`src/rtl/sync_responder_pkg.sv`:
```
package sync_responder_pkg;

   typedef enum logic [2:0] {
      ST_IDLE    = 3'd0,
      ST_ARMED   = 3'd1,
      ST_GUARD   = 3'd2,
      ST_LOW     = 3'd3,
      ST_SPEEDUP = 3'd4
   } resp_state_t;

   function automatic int unsigned max3(input int unsigned a, input int unsigned b,
                                        input int unsigned c);
      int unsigned m;
      m = (a > b) ? a : b;
      return (m > c) ? m : c;
   endfunction

endpackage

```
`src/rtl/line_sampler.sv`:
```
module line_sampler #(
   parameter int unsigned STAGES = 2
) (
   input  logic clk,
   input  logic rst_n,
   input  logic line_raw,
   output logic line_s
);

   generate
      if (STAGES == 0) begin : g_direct
         assign line_s = line_raw;
      end else begin : g_chain
         logic [STAGES-1:0] chain_q;
         always_ff @(posedge clk or negedge rst_n) begin
            if (!rst_n) chain_q <= '1;
            else        chain_q <= {chain_q[STAGES-2 >= 0 ? STAGES-2 : 0 : 0], line_raw} & {STAGES{1'b1}};
         end
         assign line_s = chain_q[STAGES-1];
      end
   endgenerate

endmodule

```
`src/rtl/low_detector.sv`:
```
module low_detector #(
   parameter int unsigned DET_CYCLES = 64
) (
   input  logic clk,
   input  logic rst_n,
   input  logic enable,
   input  logic line_s,
   output logic hit
);

   localparam int unsigned DW = $clog2(DET_CYCLES + 1);
   localparam logic [DW-1:0] LAST = DW'(DET_CYCLES - 1);

   logic [DW-1:0] run_q;

   always_ff @(posedge clk or negedge rst_n) begin
      if (!rst_n)                 run_q <= '0;
      else if (!enable || line_s) run_q <= '0;
      else if (run_q != LAST)     run_q <= run_q + 1'b1;
   end

   assign hit = enable && !line_s && (run_q == LAST);

endmodule

```
`src/rtl/reply_sequencer.sv`:
```
module reply_sequencer
   import sync_responder_pkg::*;
#(
   parameter int unsigned GUARD_CYCLES = 16,
   parameter int unsigned REPLY_CYCLES = 128
) (
   input  logic        clk,
   input  logic        rst_n,
   input  logic        req_hit,
   input  logic        line_s,
   output resp_state_t state
);

   localparam int unsigned TW = $clog2(max3(GUARD_CYCLES, REPLY_CYCLES, 2) + 1);
   localparam logic [TW-1:0] GUARD_LAST = TW'(GUARD_CYCLES - 1);
   localparam logic [TW-1:0] REPLY_LAST = TW'(REPLY_CYCLES - 1);

   resp_state_t   state_q, state_d;
   logic [TW-1:0] tick_q, tick_d;

   always_comb begin
      state_d = state_q;
      tick_d  = tick_q;
      unique case (state_q)
         ST_IDLE: begin
            tick_d = '0;
            if (req_hit) state_d = ST_ARMED;
         end
         ST_ARMED: begin
            tick_d = '0;
            if (line_s) state_d = ST_GUARD;
         end
         ST_GUARD: begin
            if (tick_q == GUARD_LAST) begin
               state_d = ST_LOW;
               tick_d  = '0;
            end else begin
               tick_d = tick_q + 1'b1;
            end
         end
         ST_LOW: begin
            if (tick_q == REPLY_LAST) begin
               state_d = ST_SPEEDUP;
               tick_d  = '0;
            end else begin
               tick_d = tick_q + 1'b1;
            end
         end
         ST_SPEEDUP: begin
            state_d = ST_IDLE;
            tick_d  = '0;
         end
         default: begin
            state_d = ST_IDLE;
            tick_d  = '0;
         end
      endcase
   end

   always_ff @(posedge clk or negedge rst_n) begin
      if (!rst_n) begin
         state_q <= ST_IDLE;
         tick_q  <= '0;
      end else begin
         state_q <= state_d;
         tick_q  <= tick_d;
      end
   end

   assign state = state_q;

endmodule

```
`src/rtl/pin_stage.sv`:
```
module pin_stage
   import sync_responder_pkg::*;
(
   input  resp_state_t state,
   output logic        drv_en,
   output logic        drv_val,
   output logic        busy
);

   always_comb begin
      drv_en  = 1'b0;
      drv_val = 1'b0;
      busy    = 1'b0;
      unique case (state)
         ST_GUARD:   busy = 1'b1;
         ST_LOW:     begin busy = 1'b1; drv_en = 1'b1; end
         ST_SPEEDUP: begin busy = 1'b1; drv_en = 1'b1; drv_val = 1'b1; end
         default:    ;
      endcase
   end

endmodule

```
`src/rtl/sync_responder.sv`:
```
module sync_responder
   import sync_responder_pkg::*;
#(
   parameter int unsigned DET_CYCLES   = 64,
   parameter int unsigned GUARD_CYCLES = 16,
   parameter int unsigned REPLY_CYCLES = 128,
   parameter int unsigned SYNC_STAGES  = 2
) (
   input  logic clk,
   input  logic rst_n,
   input  logic line_in,
   output logic drv_en,
   output logic drv_val,
   output logic busy
);

   if (DET_CYCLES < 2) begin : g_bad_det
      $error("DET_CYCLES must be at least 2");
   end
   if (GUARD_CYCLES < 1) begin : g_bad_guard
      $error("GUARD_CYCLES must be at least 1");
   end
   if (REPLY_CYCLES < 1) begin : g_bad_reply
      $error("REPLY_CYCLES must be at least 1");
   end
   if (SYNC_STAGES > 4) begin : g_bad_sync
      $error("SYNC_STAGES must not exceed 4");
   end

   logic        line_s;
   logic        req_hit;
   resp_state_t state;

   line_sampler #(.STAGES(SYNC_STAGES)) i_sampler (
      .clk      (clk),
      .rst_n    (rst_n),
      .line_raw (line_in),
      .line_s   (line_s)
   );

   low_detector #(.DET_CYCLES(DET_CYCLES)) i_detect (
      .clk    (clk),
      .rst_n  (rst_n),
      .enable (state == ST_IDLE),
      .line_s (line_s),
      .hit    (req_hit)
   );

   reply_sequencer #(
      .GUARD_CYCLES (GUARD_CYCLES),
      .REPLY_CYCLES (REPLY_CYCLES)
   ) i_seq (
      .clk     (clk),
      .rst_n   (rst_n),
      .req_hit (req_hit),
      .line_s  (line_s),
      .state   (state)
   );

   pin_stage i_pin (
      .state   (state),
      .drv_en  (drv_en),
      .drv_val (drv_val),
      .busy    (busy)
   );

endmodule

```
`config.mk`:
```
export PLATFORM = sky130hd
export DESIGN_NAME = sync_responder
export DESIGN_NICKNAME = d
export VERILOG_FILES = /design/src/rtl/sync_responder_pkg.sv /design/src/rtl/line_sampler.sv /design/src/rtl/low_detector.sv /design/src/rtl/reply_sequencer.sv /design/src/rtl/pin_stage.sv /design/src/rtl/sync_responder.sv
export SDC_FILE = /design/constraint.sdc
export NUM_CORES = 1
export LEC_CHECK = 0
export ABC_CLOCK_PERIOD_IN_PS = 1900
export BUFFER_PORTS_ARGS = -buffer_cell sky130_fd_sc_hd__buf_2
export CORE_MARGIN = 3
export CORE_UTILIZATION = 55
export CTS_CLUSTER_SIZE = 10
export DETAILED_ROUTE_END_ITERATION = 7
export GPL_ROUTABILITY_DRIVEN = 0
export PLACE_DENSITY = 0.73
export SLEW_MARGIN = 10
export SYNTH_ARGS = -nofsm -noshare
export SYNTH_HDL_FRONTEND = slang
export SYNTH_HIERARCHICAL = 1
export SYNTH_SLANG_ARGS = --single-unit
```
`constraint.sdc`:
```
create_clock -name clk -period 1.9 [get_ports clk]
set_clock_uncertainty 0.05 [all_clocks]
set_input_delay 0.095 -clock clk [delete_from_list [all_inputs] [get_ports clk]]
set_output_delay 0.095 -clock clk [all_outputs]
set_load 0.05 [all_outputs]
```
## After elaboration in Yosys (flattened, before gate mapping)

Cells that the tools add are included.

| operators by class | value |
|---|---|
| add/subtract/negate cells | 2 |
| equality and inequality tests | 12 |
| mux-type cells | 13 |
| reduce and logical (&&, ||, !) cells | 10 |

Operators by type and width:

| operator | number |
|---|---|
| 8-bit two-way mux | 2 |
| 8-bit case mux with 2 select lines | 1 |
| 7-bit two-way mux | 2 |
| 3-bit two-way mux | 4 |
| 3-bit case mux with 4 select lines | 1 |
| 8-bit by 1-bit adder with 8-bit output (second input constant) | 1 |
| 8-bit by 4-bit equality test with 1-bit output (second input constant) | 1 |
| 8-bit by 7-bit equality test with 1-bit output (second input constant) | 1 |
| 2-bit != test (second input constant) | 4 |
| 7-bit by 1-bit adder with 7-bit output (second input constant) | 1 |
| 7-bit by 6-bit equality test with 1-bit output (second input constant) | 1 |
| 7-bit by 6-bit != test with 1-bit output (second input constant) | 1 |
| 3-bit by 2-bit equality test with 1-bit output (second input constant) | 2 |
| 4-bit AND reduction | 1 |
| 3-bit by 1-bit equality test with 1-bit output (second input constant) | 1 |
| 3-bit equality test (second input constant) | 1 |
| 3-bit logical NOT | 1 |
| 1-bit two-way mux | 3 |
| 3-bit OR reduction | 1 |
| 1-bit logical AND | 2 |
| 1-bit logical NOT | 2 |
| 2-bit nonzero test | 1 |
| 2-bit OR reduction | 1 |
| 1-bit logical OR | 1 |

| word-level totals | value |
|---|---|
| register bits | 20 |
| input port bits | 3 |
| word-level logic and storage cells | 41 |

## Depth between registers and ports, before layout

| logic depth | value |
|---|---|
| depth in word-level cells | 5 |
| gate-level depth with buffers | 7 |

## Hierarchy

The synthesis kept the hierarchy.

Modules (own cells, without submodules):

| module | instances | cells an instance | area an instance (µm²) | sequential area each (µm²) |
|---|---|---|---|---|
| reply_sequencer | 1 | 54 | 534.3 | 275.3 |
| low_detector | 1 | 35 | 347.8 | 175.2 |
| line_sampler | 1 | 2 | 52.6 | 52.6 |
| pin_stage | 1 | 5 | 45.0 | 0.0 |
| sync_responder | 1 | 1 | 10.0 | 0.0 |

## Worst setup path before layout

Ideal clock, no wire load.

| timing path | value |
|---|---|
| path kind | register -> register |
| start point | reg i_detect.run_q[0] |
| end point | reg i_seq.state_q[0], in the netlist i_seq/state[0] |
| library setup time | 104 ps |
| arrival time | 1559 ps |
| data required time | 1746 ps |
| setup slack | 187 ps |
| cell stages (with the launch flop) | 8 |
| buffers on the path | 0 |
| clock period less this slack | 1713 ps |
| path through | dfrtp_1 -> ha_1 -> and4_2 -> nand2_1 -> nor2_1 -> nor2_1 -> or4_1 -> o311ai_1 |

| on the way | value |
|---|---|
| word-level cells in the longest chain between the ends | 4 |

Ends and longest elaborated chain:

| item | RTL line | text |
|---|---|---|
| from (decl) | low_detector.sv:14 | `logic [DW-1:0] run_q;` |
| from (signal assigned) | low_detector.sv:19 | `else if (run_q != LAST) run_q <= run_q + 1'b1;` |
| 7-bit by 6-bit equality test with 1-bit output | low_detector.sv:22 | `assign hit = enable && !line_s && (run_q == LAST);` |
| 1-bit logical AND | low_detector.sv:22 |  |
| named net req_hit | sync_responder.sv:31 | `logic req_hit;` |
| 2-bit != test (no source line) | - |  |
| 4-bit AND reduction (no source line) | - |  |
| to (signal assigned) | reply_sequencer.sv:65 | `state_q <= state_d;` |
| to (decl) | reply_sequencer.sv:18 | `resp_state_t state_q, state_d;` |

The timed path passes the listed nets, and every way through them passes these cells.
A chain may end at the register's enable or synchronous reset.

## Worst setup path in the final report

Ends and elaborated chain as after synthesis.

==> flow_metrics.env <==
export IMPL_cp_max_fo=5
export IMPL_layout_min_cycle_time_ns=1.80
export IMPL_slowest_stage="dfrtp_1"
export IMPL_vias=782
export IMPL_share_comb_of_total_power_pct=4.6
export IMPL_crit_chain="ha_4 -> and4_4 -> nand2_2 -> nor2_2 -> nor2_1 -> or4_1 -> o311ai_1"
export IMPL_syn_area_um2=990
export IMPL_layout_cells_most_common_list="dfrtp_1 (18), o21ai_0 (7), a21oi_1 (6)"
export IMPL_avgSynthCellArea_um2=10.2
export IMPL_grt_pass1_vias=722
export IMPL_root_buffer="clkbuf_4"
export IMPL_io_buffers=5
export IMPL_p_leak_nw=0.469
export IMPL_synth_cells=97
export IMPL_diodes=0
export IMPL_path_class="flip-flop to flip-flop"
export IMPL_seqPwrFrac_pct=61.5
export IMPL_clkPwrFrac_pct=33.9
export IMPL_cts_sinks=20
export IMPL_fin_util_pct=72.4
export IMPL_antenna_found_initial=0
export IMPL_drc=0
export IMPL_grt_max_degree=21
export IMPL_dp_cells=129
export IMPL_p_int_w=0.000566
export IMPL_grt_pass1_wl_um=3230
export IMPL_period_share_pct=94.8
export IMPL_async_flop_share_pct=100
export IMPL_dieWidth_um=48.4
export IMPL_syn_to_final_growth_pct=16.6
export IMPL_worst_path_buf_inv=0
export IMPL_post_place_ws_ns=0.0167
export IMPL_max_slew_worst_pin_slew_ns=0.446
export IMPL_drive_above_1_share_pct=22.3
export IMPL_yosys_warnings=6
export IMPL_die_y_um=48.4
export IMPL_finalSetupViolations=0
export IMPL_ant_nets=0
export IMPL_clock_fmax_ghz=0.555
export IMPL_cts_path_max_buffers=2
export IMPL_worst_ir_drop_vdd_uv=451
export IMPL_wl_per_cell_um=14.7
export IMPL_num_io_pins=6
export IMPL_synth_nets=102
export IMPL_final_max_slew_viol_count=0
export IMPL_worst_setup_path_end_kind="flip-flop"
export IMPL_layoutNonFillerInstCount=136
export IMPL_ys_seq_area_share_pct=50.8
export IMPL_cp_arrival_ns=1.95
export IMPL_initial_utilization_pct=62.1
export IMPL_required_ns=2.05
export IMPL_hp_class="input port to async pin"
export IMPL_switchingPower_w=0.000155
export IMPL_cpLargestDelayFamily="simple AND/OR/NAND/NOR gates"
export IMPL_avgViaCountPerCell=5.75
export IMPL_h_tree_depth=1
export IMPL_layout_setup_ws_ns=0.0984
export IMPL_die_area_um2=2340
export IMPL_row_count=14
export IMPL_drt_initial_drc_count=13
export IMPL_p_sw_share_pct=21.5
export IMPL_numCtsBuffers=3
export IMPL_dp_hpwl_um=1320
export IMPL_synth_edf_count=0
export IMPL_relSlewSlack_pct=70.3
export IMPL_cts_tree="built"
export IMPL_status="complete, no violations"
export IMPL_grt_overflow=0
export IMPL_core_area_um2=1590
export IMPL_final_nets=118
export IMPL_worstSetupStartpointType="flip-flop"
export IMPL_wl_um=2000
export IMPL_p_per_area_nw_per_um2=625
export IMPL_max_stage_delay_ns=0.45
export IMPL_ys_types=33
export IMPL_hold_viol_final=0
export IMPL_synth_top_flop_cell="dfrtp_1"
export IMPL_grtUsageTotal_pct=17.8
export IMPL_drv_cap=0
export IMPL_clkTransAtPathRegs_ns=0.11
export IMPL_final_common_cell="dfrtp_1"
export IMPL_ys_ff_latch=20
export IMPL_nFillCells=108
export IMPL_first_pass_iters=4
export IMPL_worstSkewPairLatency_ns=0.30
## stage by stage
stage / hold WS (ns) / power [W] / instance area [um2] / setup TNS, ns
floorplan: -0.251 / 0.000459 / 990 / 0
global placement: 0.00659 / 0.000473 / 1070 / 0
detailed placement: 0.0151 / 0.000475 / 1070 / 0
CTS: 0.221 / 0.000722 / 1130 / 0
global route: 0.241 / 0.000759 / 1150 / -0.0622
finish: 0.212 / 0.000721 / 1150 / 0
## layout make-up
class | instances | area, um2 | area share [%]
well taps | 24 | 30.0 | 2.60
inverters | 3 | 11.3 | 0.976
clock buffers | 4 | 36.3 | 3.15
multi-input cells | 73 | 490 | 42.5
repair buffers | 12 | 82.6 | 7.16
flip-flops and latches | 20 | 503 | 43.6
## per-layer routing
metal,routed length (um),GRT usage (%),share of wire [%]
met4,33,10.9,1.6
met1,1030,25.7,51
met2,900,25.0,45
met3,40,3.07,2.0
met5,0,0,0
## state kept, by name, indices dropped and copies added (netlist names)
register	count
i_sampler/g_chain.chain_q	2
i_seq/state	3
i_detect/run_q	7
i_seq/tick_q	8
## timing repair
action                                 CTS  global route
buffers inserted                         0             1
setup endpoints to repair                0             1
resized for setup                        0             5
endpoints found under the hold margin   19             0
hold buffers                             2             0
## path summary, 6_finish.rpt
kind / from / to / slack [ns] / cells past startpoint
setup reg to reg: i_detect/run_q[0] / i_seq/state[0] / 0.1 / 7
hold / removal: rst_n / i_seq/tick_q[4] / 0.21 / 2
max in group asynchronous: rst_n / i_sampler/g_chain.chain_q[0] / 1.24 / 2
setup / recovery: i_detect/run_q[0] / i_seq/state[0] / 0.1 / 7
hold reg to reg: i_sampler/g_chain.chain_q[0] / i_sampler/g_chain.chain_q[1] / 0.31 / 0
min in group clk: i_sampler/g_chain.chain_q[0] / i_sampler/g_chain.chain_q[1] / 0.31 / 0
## Yosys cell counts (all sizes together), types with 3 or more instances
| library cell | instances | area (um2) |
|---|---|---|
| nand4 | 3 | 18.8 |
| a21oi | 6 | 30.0 |
| or3 | 5 | 31.3 |
| nor2b | 3 | 18.8 |
| nand2b | 4 | 25.0 |
| dfrtp | 18 | 450 |
| a31oi | 3 | 18.8 |
| nor3 | 6 | 35.0 |
| a211oi | 4 | 30.0 |
| nand2 | 6 | 22.5 |
| nand3 | 5 | 30.0 |
| o21ai | 7 | 35.0 |
| nor2 | 3 | 11.3 |
| inv | 3 | 11.3 |
## kinds of logic after synthesis
group / synth area share (%)
and+or+nand+nor: 27.7
AOI/OAI and AO/OA: 14.8
DFF: 50.8
buffers and inverters: 1.52
xor gates and xnor gates: 2.66
adders and majority gates: 2.53
## power groups by stage
stage                     sequential, W  clock, W  combinational [W]
after floorplan                0.000448         0          0.0000109
after global placement         0.000449         0          0.0000241
after detailed placement       0.000449         0          0.0000254
after CTS                      0.000441  0.000252          0.0000285
after global routing           0.000445  0.000276          0.0000387
final                          0.000443  0.000245          0.0000332
(Power assumes the default switching activity.)
